`config.mk`:
```
export PLATFORM = sky130hd
export DESIGN_NAME = qfa_top
export DESIGN_NICKNAME = d
export VERILOG_FILES = /design/src/rtl/qfa_pkg.sv /design/src/rtl/qfa_level_dec.sv /design/src/rtl/qfa_shift.sv /design/src/rtl/qfa_lut.sv /design/src/rtl/qfa_top.sv
export SDC_FILE = /design/constraint.sdc
export NUM_CORES = 1
export LEC_CHECK = 0
export BUFFER_PORTS_ARGS = -buffer_cell sky130_fd_sc_hd__buf_4
export CORE_AREA = 2 2 55 57
export DETAILED_ROUTE_END_ITERATION = 12
export DIE_AREA = 0 0 57 59
export PLACE_DENSITY = 0.77
export SLEW_MARGIN = 15
export SYNTH_ARGS = -nofsm -noshare
export SYNTH_HDL_FRONTEND = slang
export SYNTH_SLANG_ARGS = --single-unit
```
`constraint.sdc`:
```
create_clock -name clk_i -period 0.8 [get_ports clk_i]
set_input_delay 0.08 -clock clk_i [delete_from_list [all_inputs] [get_ports clk_i]]
set_output_delay 0.08 -clock clk_i [all_outputs]
set_load 0.005 [all_outputs]
```
`src/rtl/qfa_pkg.sv`:
```
package qfa_pkg;
  localparam int LEVELS  = 4;
  localparam int DIG_W   = $clog2(LEVELS);
  localparam int THERM_W = LEVELS - 1;
  localparam int ENTRIES = LEVELS * LEVELS;
  localparam int CFG_W   = ENTRIES * DIG_W;

  typedef logic [DIG_W-1:0]   digit_t;
  typedef logic [THERM_W-1:0] therm_t;

  function automatic therm_t to_therm(digit_t d);
    therm_t t;
    for (int k = 0; k < THERM_W; k++) t[k] = (int'(d) > k);
    return t;
  endfunction
endpackage

```
`src/rtl/qfa_level_dec.sv`:
```
module qfa_level_dec
  import qfa_pkg::*;
(
  input  therm_t t_i,
  output digit_t d_o,
  output logic   top_no
);
  always_comb begin
    d_o = '0;
    for (int k = 0; k < THERM_W; k++)
      if (t_i[k]) d_o = digit_t'(k + 1);
  end

  // active-low top threshold, feeds the overflow NOR
  assign top_no = ~t_i[THERM_W-1];
endmodule

```
`src/rtl/qfa_shift.sv`:
```
module qfa_shift
  import qfa_pkg::*;
(
  input  digit_t d_i,
  input  logic   up_i,
  output digit_t d_o
);
  // one level up; top level wraps to zero
  assign d_o = up_i ? digit_t'(d_i + 1'b1) : d_i;
endmodule

```
`src/rtl/qfa_lut.sv`:
```
module qfa_lut
  import qfa_pkg::*;
(
  input  logic [CFG_W-1:0] cfg_i,
  input  digit_t           row_i,
  input  digit_t           col_i,
  output digit_t           d_o
);
  logic [ENTRIES-1:0] sel;
  digit_t             gated [ENTRIES];

  for (genvar e = 0; e < ENTRIES; e++) begin : g_entry
    assign sel[e]   = ({row_i, col_i} == (DIG_W*2)'(e));
    assign gated[e] = sel[e] ? cfg_i[e*DIG_W +: DIG_W] : '0;
  end

  always_comb begin
    d_o = '0;
    for (int e = 0; e < ENTRIES; e++) d_o = d_o | gated[e];
  end
endmodule

```
`src/rtl/qfa_top.sv`:
```
module qfa_top
  import qfa_pkg::*;
(
  input  logic             clk_i,
  input  logic             rst_ni,
  input  therm_t           a_i,
  input  therm_t           b_i,
  input  therm_t           cin_i,
  input  logic [CFG_W-1:0] sum_cfg_i,
  input  logic [CFG_W-1:0] cout_cfg_i,
  output therm_t           sum_o,
  output therm_t           cout_o,
  output logic             cin_err_o
);
  localparam digit_t ONE = digit_t'(1);

  digit_t a_d, b_d, c_unused, a_up, b_up, sum_d, cry_d, cout_d;
  logic   a_top_n, b_top_n, c_top_n, cin_n, ovf_sel;

  qfa_level_dec u_dec_a (.t_i(a_i), .d_o(a_d), .top_no(a_top_n));
  qfa_level_dec u_dec_b (.t_i(b_i), .d_o(b_d), .top_no(b_top_n));
  qfa_level_dec u_dec_c (.t_i(cin_i), .d_o(c_unused), .top_no(c_top_n));

  // single extra threshold plus inverter for carry-in
  assign cin_n = ~cin_i[0];

  qfa_shift u_sh_b (.d_i(b_d), .up_i(~cin_n), .d_o(b_up));
  qfa_shift u_sh_a (.d_i(a_d), .up_i(~cin_n), .d_o(a_up));

  qfa_lut u_lut_sum (.cfg_i(sum_cfg_i),  .row_i(a_d),  .col_i(b_up), .d_o(sum_d));
  qfa_lut u_lut_cry (.cfg_i(cout_cfg_i), .row_i(a_up), .col_i(b_d),  .d_o(cry_d));

  assign ovf_sel = ~(cin_n | a_top_n);
  assign cout_d  = ovf_sel ? ONE : cry_d;

  always_ff @(posedge clk_i or negedge rst_ni) begin
    if (!rst_ni) begin
      sum_o     <= '0;
      cout_o    <= '0;
      cin_err_o <= 1'b0;
    end else begin
      sum_o     <= to_therm(sum_d);
      cout_o    <= to_therm(cout_d);
      cin_err_o <= cin_i[1];
    end
  end

  logic chk_q;
  always_ff @(posedge clk_i or negedge rst_ni) begin
    if (!rst_ni) chk_q <= 1'b0;
    else         chk_q <= 1'b1;
  end

  AST_CARRY_FORCED: assert property (@(posedge clk_i) disable iff (!rst_ni)
    (chk_q && $past(a_i[THERM_W-1] && cin_i[0])) |-> (cout_o == therm_t'(1)));
  AST_CIN_ERR: assert property (@(posedge clk_i) disable iff (!rst_ni)
    chk_q |-> (cin_err_o == $past(cin_i[1])));
  AST_SUM_THERM: assert property (@(posedge clk_i) disable iff (!rst_ni)
    $onehot({1'b0, sum_o} + (THERM_W+1)'(1)));
  AST_COUT_THERM: assert property (@(posedge clk_i) disable iff (!rst_ni)
    $onehot({1'b0, cout_o} + (THERM_W+1)'(1)));
  AST_RESET_ZERO: assert property (@(posedge clk_i)
    !rst_ni |-> (sum_o == '0 && cout_o == '0 && !cin_err_o));
endmodule

```
==> results of run 1 <==
==> sequential cells by signal, summed over array words and instances, names as in the netlist <==
name       count
cin_err_o      1
cout_o         3
sum_o          3
==> worst min-delay path by stage <==
stage                     startpoint        end  slack [ns]  cells after the start
after floorplan               rst_ni  cin_err_o       -0.22                      0
after global placement        rst_ni  cout_o[1]       -0.11                      1
after detailed placement      rst_ni   sum_o[0]       -0.11                      1
after CTS                     rst_ni   sum_o[2]        0.19                      2
after global routing          rst_ni   sum_o[2]        0.21                      2
final                         rst_ni   sum_o[0]        0.19                      2
==> cells in the final DEF, fill, tap and decap left out, drive strengths merged, types with 3 or more instances in the layout <==
cell / Yosys / layout
nor2b: 3 / 3
clkbuf: 3 / 4
buf: 2 / 111
a22o: 3 / 3
inv: 9 / 9
nand2: 12 / 12
or3: 3 / 3
and2: 3 / 3
a22oi: 9 / 9
a21oi: 8 / 8
or2: 3 / 3
o21ai: 5 / 5
and3: 3 / 3
dfrtp: 7 / 7
nor3: 4 / 4
nor2: 5 / 5
a222oi: 5 / 5
mux2i: 8 / 8
ha: 8 / 8
nand3: 6 / 6
==> per-layer routing <==
metal	share of wire [%]	GRT usage (%)
met4	0.10	5.980
met1	41	30.79
met3	5.2	2.183
met5	0	0
met2	54	43.19
==> cell type report <==
type | count | share of cell area [%]
Timing Repair Buffer | 113 | 41.29
Inverter | 9 | 1.579
Clock buffer | 4 | 1.228
Tap cell | 31 | 1.813
Multi-Input combinational cell | 110 | 45.91
Sequential cell | 7 | 8.187
==> kinds of logic (layout without fill, tap and decap cells) <==
kind of cell,count (synthesis),in the layout
mux,10,10
simple gates,46,46
buf+inv,14,126
flops,7,7
compound gates,46,46
fa+ha+maj,8,8
==> power breakdown <==
group	internal, mW	switching (mW)	leakage, nW	total, mW
clock	0.189	0.114	0.0150	0.303
combinational	0.767	0.491	0.947	1.26
sequential	0.414	0.0277	0.0828	0.441
==> metrics by stage <==
stage / util [%] / hold WS, ns / area [um^2] / worst slack, ns
2_1_floorplan: - / -0.2156 / 1161 / -0.9123
3_5_place_dp: 72.99 / -0.1073 / 1978 / -1.148
4_1_cts: 78.35 / 0.1871 / 2123 / -0.8418
5_1_grt: 78.95 / 0.2126 / 2140 / -1.001
3_3_place_gp: 72.99 / -0.1098 / 1978 / -1.146
6_report: 78.95 / 0.1948 / 2140 / -0.9038
==> timing repair <==
action | 4_1_cts | 5_1_grt
resized for setup | 18 | 2
endpoints found under the setup margin | 13 | 13
pin swaps | 5 | 7
gates cloned | 0 | 0
hold buffers | 2 | 0
endpoints found under the hold margin | 8 | 0
setup buffers | 2 | 1
==> impl_metrics.yaml, run 1 <==
run_status:
  status: "finished, violations left"
  violations: "setup timing"
placed_design:
  io_buffers: 80
  dp_hpwl_um: 3410
  place_inst: 265
  gp_congestion: 0.9157
worst_setup_path:
  critPathLaunch: "a_i[0]"
  crit_path_cell_trace: "buf_4 > or2b_1 > nand2_2 > ha_4 > nand2b_4 > mux2i_1 > and3_1 > a22oi_1 > a32oi_2 > or2_1"
  cp.arrival_ns: 1.83
  crit_required_ns: 0.93
  crit_end: "cout_o[0]"
  worstSetupPathType: "in2reg"
  crit_cells: 10
  critPathCaptureType: "flop"
  cpMaxStageDelayCell: "ha_4"
  cp-start-kind: "input port"
  path_delay_family: "simple AND/OR/NAND/NOR gates"
  path_buf_inv: 1
  worstPathMaxFanout: 3
  max_stage_delay_ns: 0.30
routing:
  drc: 0
  antenna_left: 0
  num_vias: 1515
  vias_per_cell: 5.529
  routedWlPerCell_um: 14.61
  finalWirelength_um: 4002
  drt_pre_antenna_iters: 5
  drt_iter0_markers: 70
grt:
  grt.total_usage_pct: 23.92
  grt_max_degree: 10
  grt-ovfl-total: 0
  grt_pass1_wl_um: 6444
  antenna_found_initial: 0
  grt_pass1_vias: 1555
logic_synthesis:
  syn_nets: 214
  synth_top_family_by_area: "compound AO/OA/AOI/OAI gates"
  yosysSeqAreaShare_pct: 16.39
  synth_adder_area_share_pct: 9.368
  synth_area_mm2: 0.001069
  ys_types: 50
  yosys.area.top_type_share_pct: 16.39
  synthSimpleGateAreaFrac_pct: 24.24
  synth_compound_gate_area_share_pct: 33.72
  synthXorXnorAreaFrac_pct: 0
  ys.flop_type: "dfrtp_1"
  synth_cells: 131
  yosysMostFrequentCell: "nand2_1"
  muxShareOfSynthArea_pct: 10.30
  synth_area_leaders: "dfrtp_1 (16%), ha_1 (9.4%), mux2i_1 (6.6%)"
  synth_warnings: 0
  yosysTopAreaCell: "dfrtp_1"
  syn_avg_cell_area_um2: 8.157
  ys_ff_latch: 7
  ys_async_sr_fraction_pct: 100.0
  synth_edf_count: 0
  synthTopCellsByCount: "nand2_1 (12), a22oi_1 (9), a21oi_1 (8), ha_1 (8)"
cts:
  cts_tree: "built"
  cts-root-buf: "clkbuf_4"
  clock_sinks: 7
  cts_made_buffers: 3
  clockBufferDepth: 2
  htreeDepth: 1
  cts.clk_slew.worst_paths_ns: 0.05
floorplanning:
  fp.dieH_um: 59
  core-area_mm2: 0.002710
  num_rows: 19
  ios: 82
  design.die.area_mm2: 0.003363
  start_util_pct: 39.43
  die_x_um: 57
sta:
  report.final.slew_viol_count: 0
  timing.fmax_mhz: 586.9
  hold_viol: 0
  setup_violations: 12
  worst_slack_ns: -0.9038
  fin_crit_ns: 1.704
  fin_setup_tns_ns: -5.009
  grt_setup_unrepaired: "true"
  min_period_over_period_pct: 213.0
  max_slew_margin_pct: 75.58
  tightest_slew_ns: 0.3639
pwr:
  p_leak_nw: 1.045
  ir_drop_mv: 0.9052
  powerDensity_mw_per_mm2: 935.6
  power_mw: 2.002
finish:
  fin_nets: 327
  area_growth_pct: 100.2
  diodes: 0
  stdcell_count: 274
  multi_input_area_um2: 982.2
  regArea_um2: 175.2
  fillers: 190
  drive_above_1_share_pct: 61.32
min_path:
  holdCritPathClass: "in2async"
run:
  drv_cap: 0
Power figures use the tool's default switching activity.
==> run 2: changes to the inputs <==
Settings changed: CORE_AREA 2 2 55 57 to 2 2 51 53, DIE_AREA 0 0 57 59 to 0 0 53 55, PLACE_DENSITY 0.77 to 0.75, SYNTH_HIERARCHICAL set to 1.
==> run 2 against run 1 <==
The run still ends with setup timing left. Via count fell by 19%. Clock power rose by 5%. Cell count fell by 19%. Combinational power rose by 9%. Die area fell by 13%. Critical path depth did not move. Non-clock buffer count fell by 10. Sequential power rose by 2%. Global-route usage rose by 1.4 points. Power rose by 6.8%. Wire length fell by 7.7%. Core utilization rose by 2.5 points.
==> impl_metrics.yaml, run 2 <==
run_status:
  status: "finished, violations left"
  violations: "setup timing"
routing:
  routedWlPerCell_um: 16.71
  antenna_left: 0
  vias_per_cell: 5.520
  num_vias: 1220
  drc: 0
  drt_pre_antenna_iters: 4
  drt_iter0_markers: 36
  finalWirelength_um: 3693
sta:
  timing.fmax_mhz: 605.3
  fin_crit_ns: 1.652
  report.final.slew_viol_count: 0
  min_period_over_period_pct: 206.5
  tightest_slew_ns: 0.5030
  setup_violations: 13
  grt_setup_unrepaired: "true"
  worst_hold_slack_ns: 0.1767
  worst_slack_ns: -0.8522
  hold_viol: 0
  max_slew_margin_pct: 66.47
worst_setup_path:
  critPathLaunch: "a_i[1]"
  cp.arrival_ns: 1.84
  max_stage_delay_ns: 0.56
  crit_required_ns: 0.99
  crit_path_cell_trace: "buf_8 > o21ai_4 > nand2_4 > xnor2_4 > and2_4 > buf_6 > a221oi_2 > or4_4 > o41ai_4 > and3_1"
  worstSetupPathType: "in2reg"
  cp-start-kind: "input port"
  cpMaxStageDelayCell: "or4_4"
  critPathCaptureType: "flop"
  worstPathMaxFanout: 7
grt:
  antenna_found_initial: 0
  grt_pass1_vias: 1238
  grt.total_usage_pct: 25.32
  grt_max_degree: 9
  grt_pass1_wl_um: 5361
  grt-ovfl-total: 0
finish:
  diodes: 0
  drive_above_1_share_pct: 76.96
  fin_nets: 267
  final_cell_mix: "buf_4 (87), a221oi_1 (18), a221oi_2 (14)"
  top_regs: "cout_o: 3 flops, sum_o: 3 flops, cin_err_o: 1 flops"
  area_growth_pct: 150.0
  layout_commonest_cell: "buf_4"
pwr:
  p_leak_nw: 0.9153
  ir_drop_mv: 0.9898
  powerDensity_mw_per_mm2: 1109
  power_mw: 2.137
  netSwitchingFraction_pct: 33.57
  comb_power_share_pct: 64.0
  clockPowerShare_pct: 14.9
  power.switching_mw: 0.7174
  p_int_mw: 1.420
  seqPwrFrac_pct: 21.1
floorplanning:
  num_rows: 18
  fp.dieH_um: 55
  start_util_pct: 32.59
  ios: 82
  core-area_mm2: 0.002365
  design.die.area_mm2: 0.002915
  die_x_um: 53
logic_synthesis:
  synth_area_leaders: "a221oi_1 (36%), dfrtp_1 (23%), o41ai_1 (4.5%)"
  ys.flop_type: "dfrtp_1"
  synthTopCellsByCount: "a221oi_1 (32), dfrtp_1 (7), nand2_1 (5)"
  muxShareOfSynthArea_pct: 0
  synth_cells: 91
  synth_area_um2: 770.7
  yosysMostFrequentCell: "a221oi_1"
  yosysTopAreaCell: "a221oi_1"
  synth_edf_count: 0
  yosys.area.top_type_share_pct: 36.36
  ys_async_sr_fraction_pct: 100.0
  syn_nets: 166
  ys_ff_latch: 7
  syn_avg_cell_area_um2: 8.470
  synthSimpleGateAreaFrac_pct: 24.19
  yosysSeqAreaShare_pct: 22.73
  synthXorXnorAreaFrac_pct: 4.545
  synth_adder_area_share_pct: 0
  synth_compound_gate_area_share_pct: 42.21
  ys_types: 21
  synth_top_family_by_area: "compound AO/OA/AOI/OAI gates"
  synth_warnings: 6
placed_design:
  io_buffers: 80
  gp_congestion: 0.9049
  dp_hpwl_um: 2794
  place_ws_ns: -1.258
cts:
  cts_made_buffers: 3
  clock_sinks: 7
  htreeDepth: 1
  clockBufferDepth: 2
  cts-root-buf: "clkbuf_4"
  cts_tree: "built"
  cts.clk_slew.worst_paths_ns: 0.05
min_path:
  holdCritPathClass: "in2async"
run:
  drv_cap: 0
## run 2: cell count changes after synthesis, moves of 4 or more
| cell | before | now |
|---|---|---|
| a221oi_1 | 1 | 32 |
| a22oi_1 | 9 | 0 |
| a21oi_1 | 8 | 0 |
| ha_1 | 8 | 0 |
| mux2i_1 | 7 | 0 |
| nand2_1 | 12 | 5 |
| nand3_1 | 6 | 0 |
| a222oi_1 | 5 | 0 |
| clkbuf_2 | 0 | 4 |
| or4_1 | 0 | 4 |
## run 2: power groups by stage
stage / combinational (mW) / sequential (mW) / clock (mW)
after global placement: 0.975 / 0.443 / 0
after floorplan: 0.450 / 0.453 / 0
after detailed placement: 1.01 / 0.444 / 0
after global routing: 1.46 / 0.456 / 0.360
after CTS: 1.25 / 0.450 / 0.330
final: 1.37 / 0.451 / 0.319
## run 2: critical path, delay by kind of cell
| family | cells | cell delay [ns] |
|---|---|---|
| AOI/OAI and AO/OA | 3 | 0.32 |
| xor gates and xnor gates | 1 | 0.19 |
| buffers and inverters | 2 | 0.22 |
| and+or+nand+nor | 4 | 1.03 |
## run 2: cells by family after synthesis
family,after synthesis
simple gates,31
flops,7
buf+inv,11
compound gates,38
xor+xnor,4
## run 2: layout make-up
| class | count | area, um^2 |
|---|---|---|
| flip-flops and latches | 7 | 175.2 |
| repair buffers | 103 | 838.3 |
| clock buffers | 3 | 22.52 |
| well taps | 30 | 37.54 |
| clock inverters | 1 | 5.005 |
| fillers | 144 | 437.9 |
| multi-input cells | 73 | 828.3 |
| inverters | 4 | 20.02 |
## run 2: metal layers
metal  vias up  track usage, %  wire, um
li1        583               -         -
met1       589           27.14      1281
met4         0           7.692        38
met5         -               0         0
met2        42           51.67      2219
met3         6           2.688       154
## run 2: what timing repair did
| item | in CTS | in global routing |
|---|---|---|
| buffers inserted | 2 | 1 |
| resized for setup | 37 | 16 |
| pin swaps | 13 | 12 |
| hold buffers | 2 | 0 |
| endpoints found under the setup margin | 13 | 13 |
| endpoints found under the hold margin | 8 | 0 |
## run 2: worst paths after layout
kind,slack (ns),cells past startpoint,to
max,-0.85,10,cout_o[2]
min,0.18,2,cin_err_o
max in group asynchronous,0.51,2,cout_o[2]
min in group clk_i,0.28,3,sum_o[1]
## run 2: per-stage QoR
stage	cell area, um^2	cells	util [%]	TNS [ns]
finish	1927	221	81.48	-4.992
global route	1927	221	81.48	-5.609
CTS	1836	220	77.62	-4.816
detailed placement	1587	212	67.09	-7.115
global placement	1587	212	67.09	-6.689
floorplan	852.1	91	-	-5.630
==> run 3: changes to the inputs <==
Settings changed: SKIP_CTS_REPAIR_TIMING set to 1.
==> run 3 against run 2 <==
Highest routed layer unchanged. Worst hold slack about the same. Sequential power about the same. Worst setup slack worse by 0.017 ns. Cell count down 0.45%. Via count down 1.4%. Maximum frequency down 1.0%. The flow still finishes with violations (setup timing). Clock-buffer cell count unchanged. Die area unchanged. Critical path type unchanged. Critical path depth down 1.
==> impl_metrics.yaml, run 3 (same netlist as run 2, synthesis figures left out) <==
run_status:
  status: "finished, violations left"
  violations: "setup timing"
cts:
  clockBufferDepth: 2
  clock_sinks: 7
  cts_tree: "built"
  cts_made_buffers: 3
  cts.clk_slew.worst_paths_ns: 0.05
  cts-root-buf: "clkbuf_4"
  htreeDepth: 1
finish:
  final_cell_mix: "buf_4 (88), a221oi_1 (19), a221oi_2 (13)"
  layout_commonest_cell: "buf_4"
  regArea_um2: 175.2
  diodes: 0
  multi_input_area_um2: 804.5
  area_growth_pct: 144.3
  top_regs: "cout_o: 3 flops, sum_o: 3 flops, cin_err_o: 1 flops"
  drive_above_1_share_pct: 74.74
  fin_nets: 266
  fillers: 145
placed_design:
  io_buffers: 80
  gp_congestion: 0.9049
  place_ws_ns: -1.258
  dp_hpwl_um: 2794
floorplanning:
  die_x_um: 53
  ios: 82
  start_util_pct: 32.59
  fp.dieH_um: 55
  design.die.area_mm2: 0.002915
  core-area_mm2: 0.002365
  num_rows: 18
min_path:
  holdCritPathClass: "in2async"
worst_setup_path:
  cp.arrival_ns: 1.86
  crit_required_ns: 0.99
  max_stage_delay_ns: 0.56
  cpMaxStageDelayCell: "or4_4"
  worstSetupPathType: "in2reg"
  crit_path_cell_trace: "buf_6 > or2_4 > xnor2_4 > nor2b_1 > buf_4 > a221oi_2 > or4_4 > o41ai_4 > and3_1"
  critPathCaptureType: "flop"
  worstPathMaxFanout: 8
  cp-start-kind: "input port"
routing:
  num_vias: 1203
  drt_iter0_markers: 21
  finalWirelength_um: 3611
  wl_met1_um: 1333
  antenna_left: 0
  drc: 0
  wl_met3_um: 116
  routedWlPerCell_um: 16.41
  drt_pre_antenna_iters: 4
  routed.top_layer: "met4"
  vias_per_cell: 5.468
  dr_wl_met2_um: 2130
run:
  drv_cap: 0
pwr:
  powerDensity_mw_per_mm2: 1120
  p_int_mw: 1.398
  power_mw: 2.109
  comb_power_share_pct: 63.5
  power.switching_mw: 0.7107
  seqPwrFrac_pct: 21.4
  p_leak_nw: 0.8926
  netSwitchingFraction_pct: 33.71
  clockPowerShare_pct: 15.1
  ir_drop_mv: 0.9877
grt:
  grt_pass1_vias: 1198
  grt.total_usage_pct: 22.72
  grt-ovfl-total: 0
  grt_max_degree: 9
  grt_pass1_wl_um: 4912
  antenna_found_initial: 0
sta:
  report.final.slew_viol_count: 0
  fin_crit_ns: 1.669
  min_period_over_period_pct: 208.7
  tightest_slew_ns: 0.5701
  timing.fmax_mhz: 599.1
  max_slew_margin_pct: 61.99
  setup_violations: 13
  hold_viol: 0
  worst_slack_ns: -0.8693
  grt_setup_unrepaired: "true"
[run 3: critical path, delay by kind of cell]
family          cells  cell delay (ns)
xor+xnor            1             0.19
simple gates        4             1.17
compound gates      2             0.15
buf+inv             2             0.27
[run 3: layout make-up]
cell class                 count  area share, %
clock buffer                   3          1.196
inverter                       4          1.196
clock inverter                 1         0.2658
sequential                     7          9.302
multi-input combinational     73          42.72
tap                           30          1.993
timing repair buffer         102          43.32
[run 3: per-stage QoR]
step           cells  util, %  hold slack (ns)  setup TNS [ns]  instance area, um^2
2_1_floorplan     91        -          -0.2156          -5.630                852.1
3_3_place_gp     212    67.09          -0.1099          -6.689                 1587
3_5_place_dp     212    67.09          -0.1079          -7.115                 1587
4_1_cts          216    68.25          -0.3819          -5.710                 1614
5_1_grt          220    79.63           0.1742          -5.805                 1883
6_report         220    79.63           0.1771          -5.193                 1883
[run 3: per-layer routing]
layer | up-vias | track usage (%)
li1 | 580 | -
met1 | 583 | 24.80
met2 | 36 | 44.58
met3 | 4 | 3.495
met4 | 0 | 7.692
met5 | - | 0
[run 3: worst max path at each step]
stage                 from   endpoint  slack, ns  cells past startpoint
floorplan           a_i[1]  cout_o[2]      -0.98                      9
global placement    b_i[2]   sum_o[2]      -1.15                      9
detailed placement  b_i[2]   sum_o[2]      -1.26                      9
CTS                 b_i[2]   sum_o[2]      -0.99                      9
global route        a_i[2]  cout_o[2]      -0.93                      9
finish              a_i[2]  cout_o[2]      -0.87                      9
[run 3: power groups by stage]
| stage | combinational [mW] | sequential (mW) | clock [mW] |
|---|---|---|---|
| floorplan | 0.450 | 0.453 | 0 |
| global placement | 0.975 | 0.443 | 0 |
| detailed placement | 1.01 | 0.444 | 0 |
| CTS | 1.01 | 0.437 | 0.330 |
| global route | 1.43 | 0.456 | 0.360 |
| finish | 1.34 | 0.451 | 0.319 |
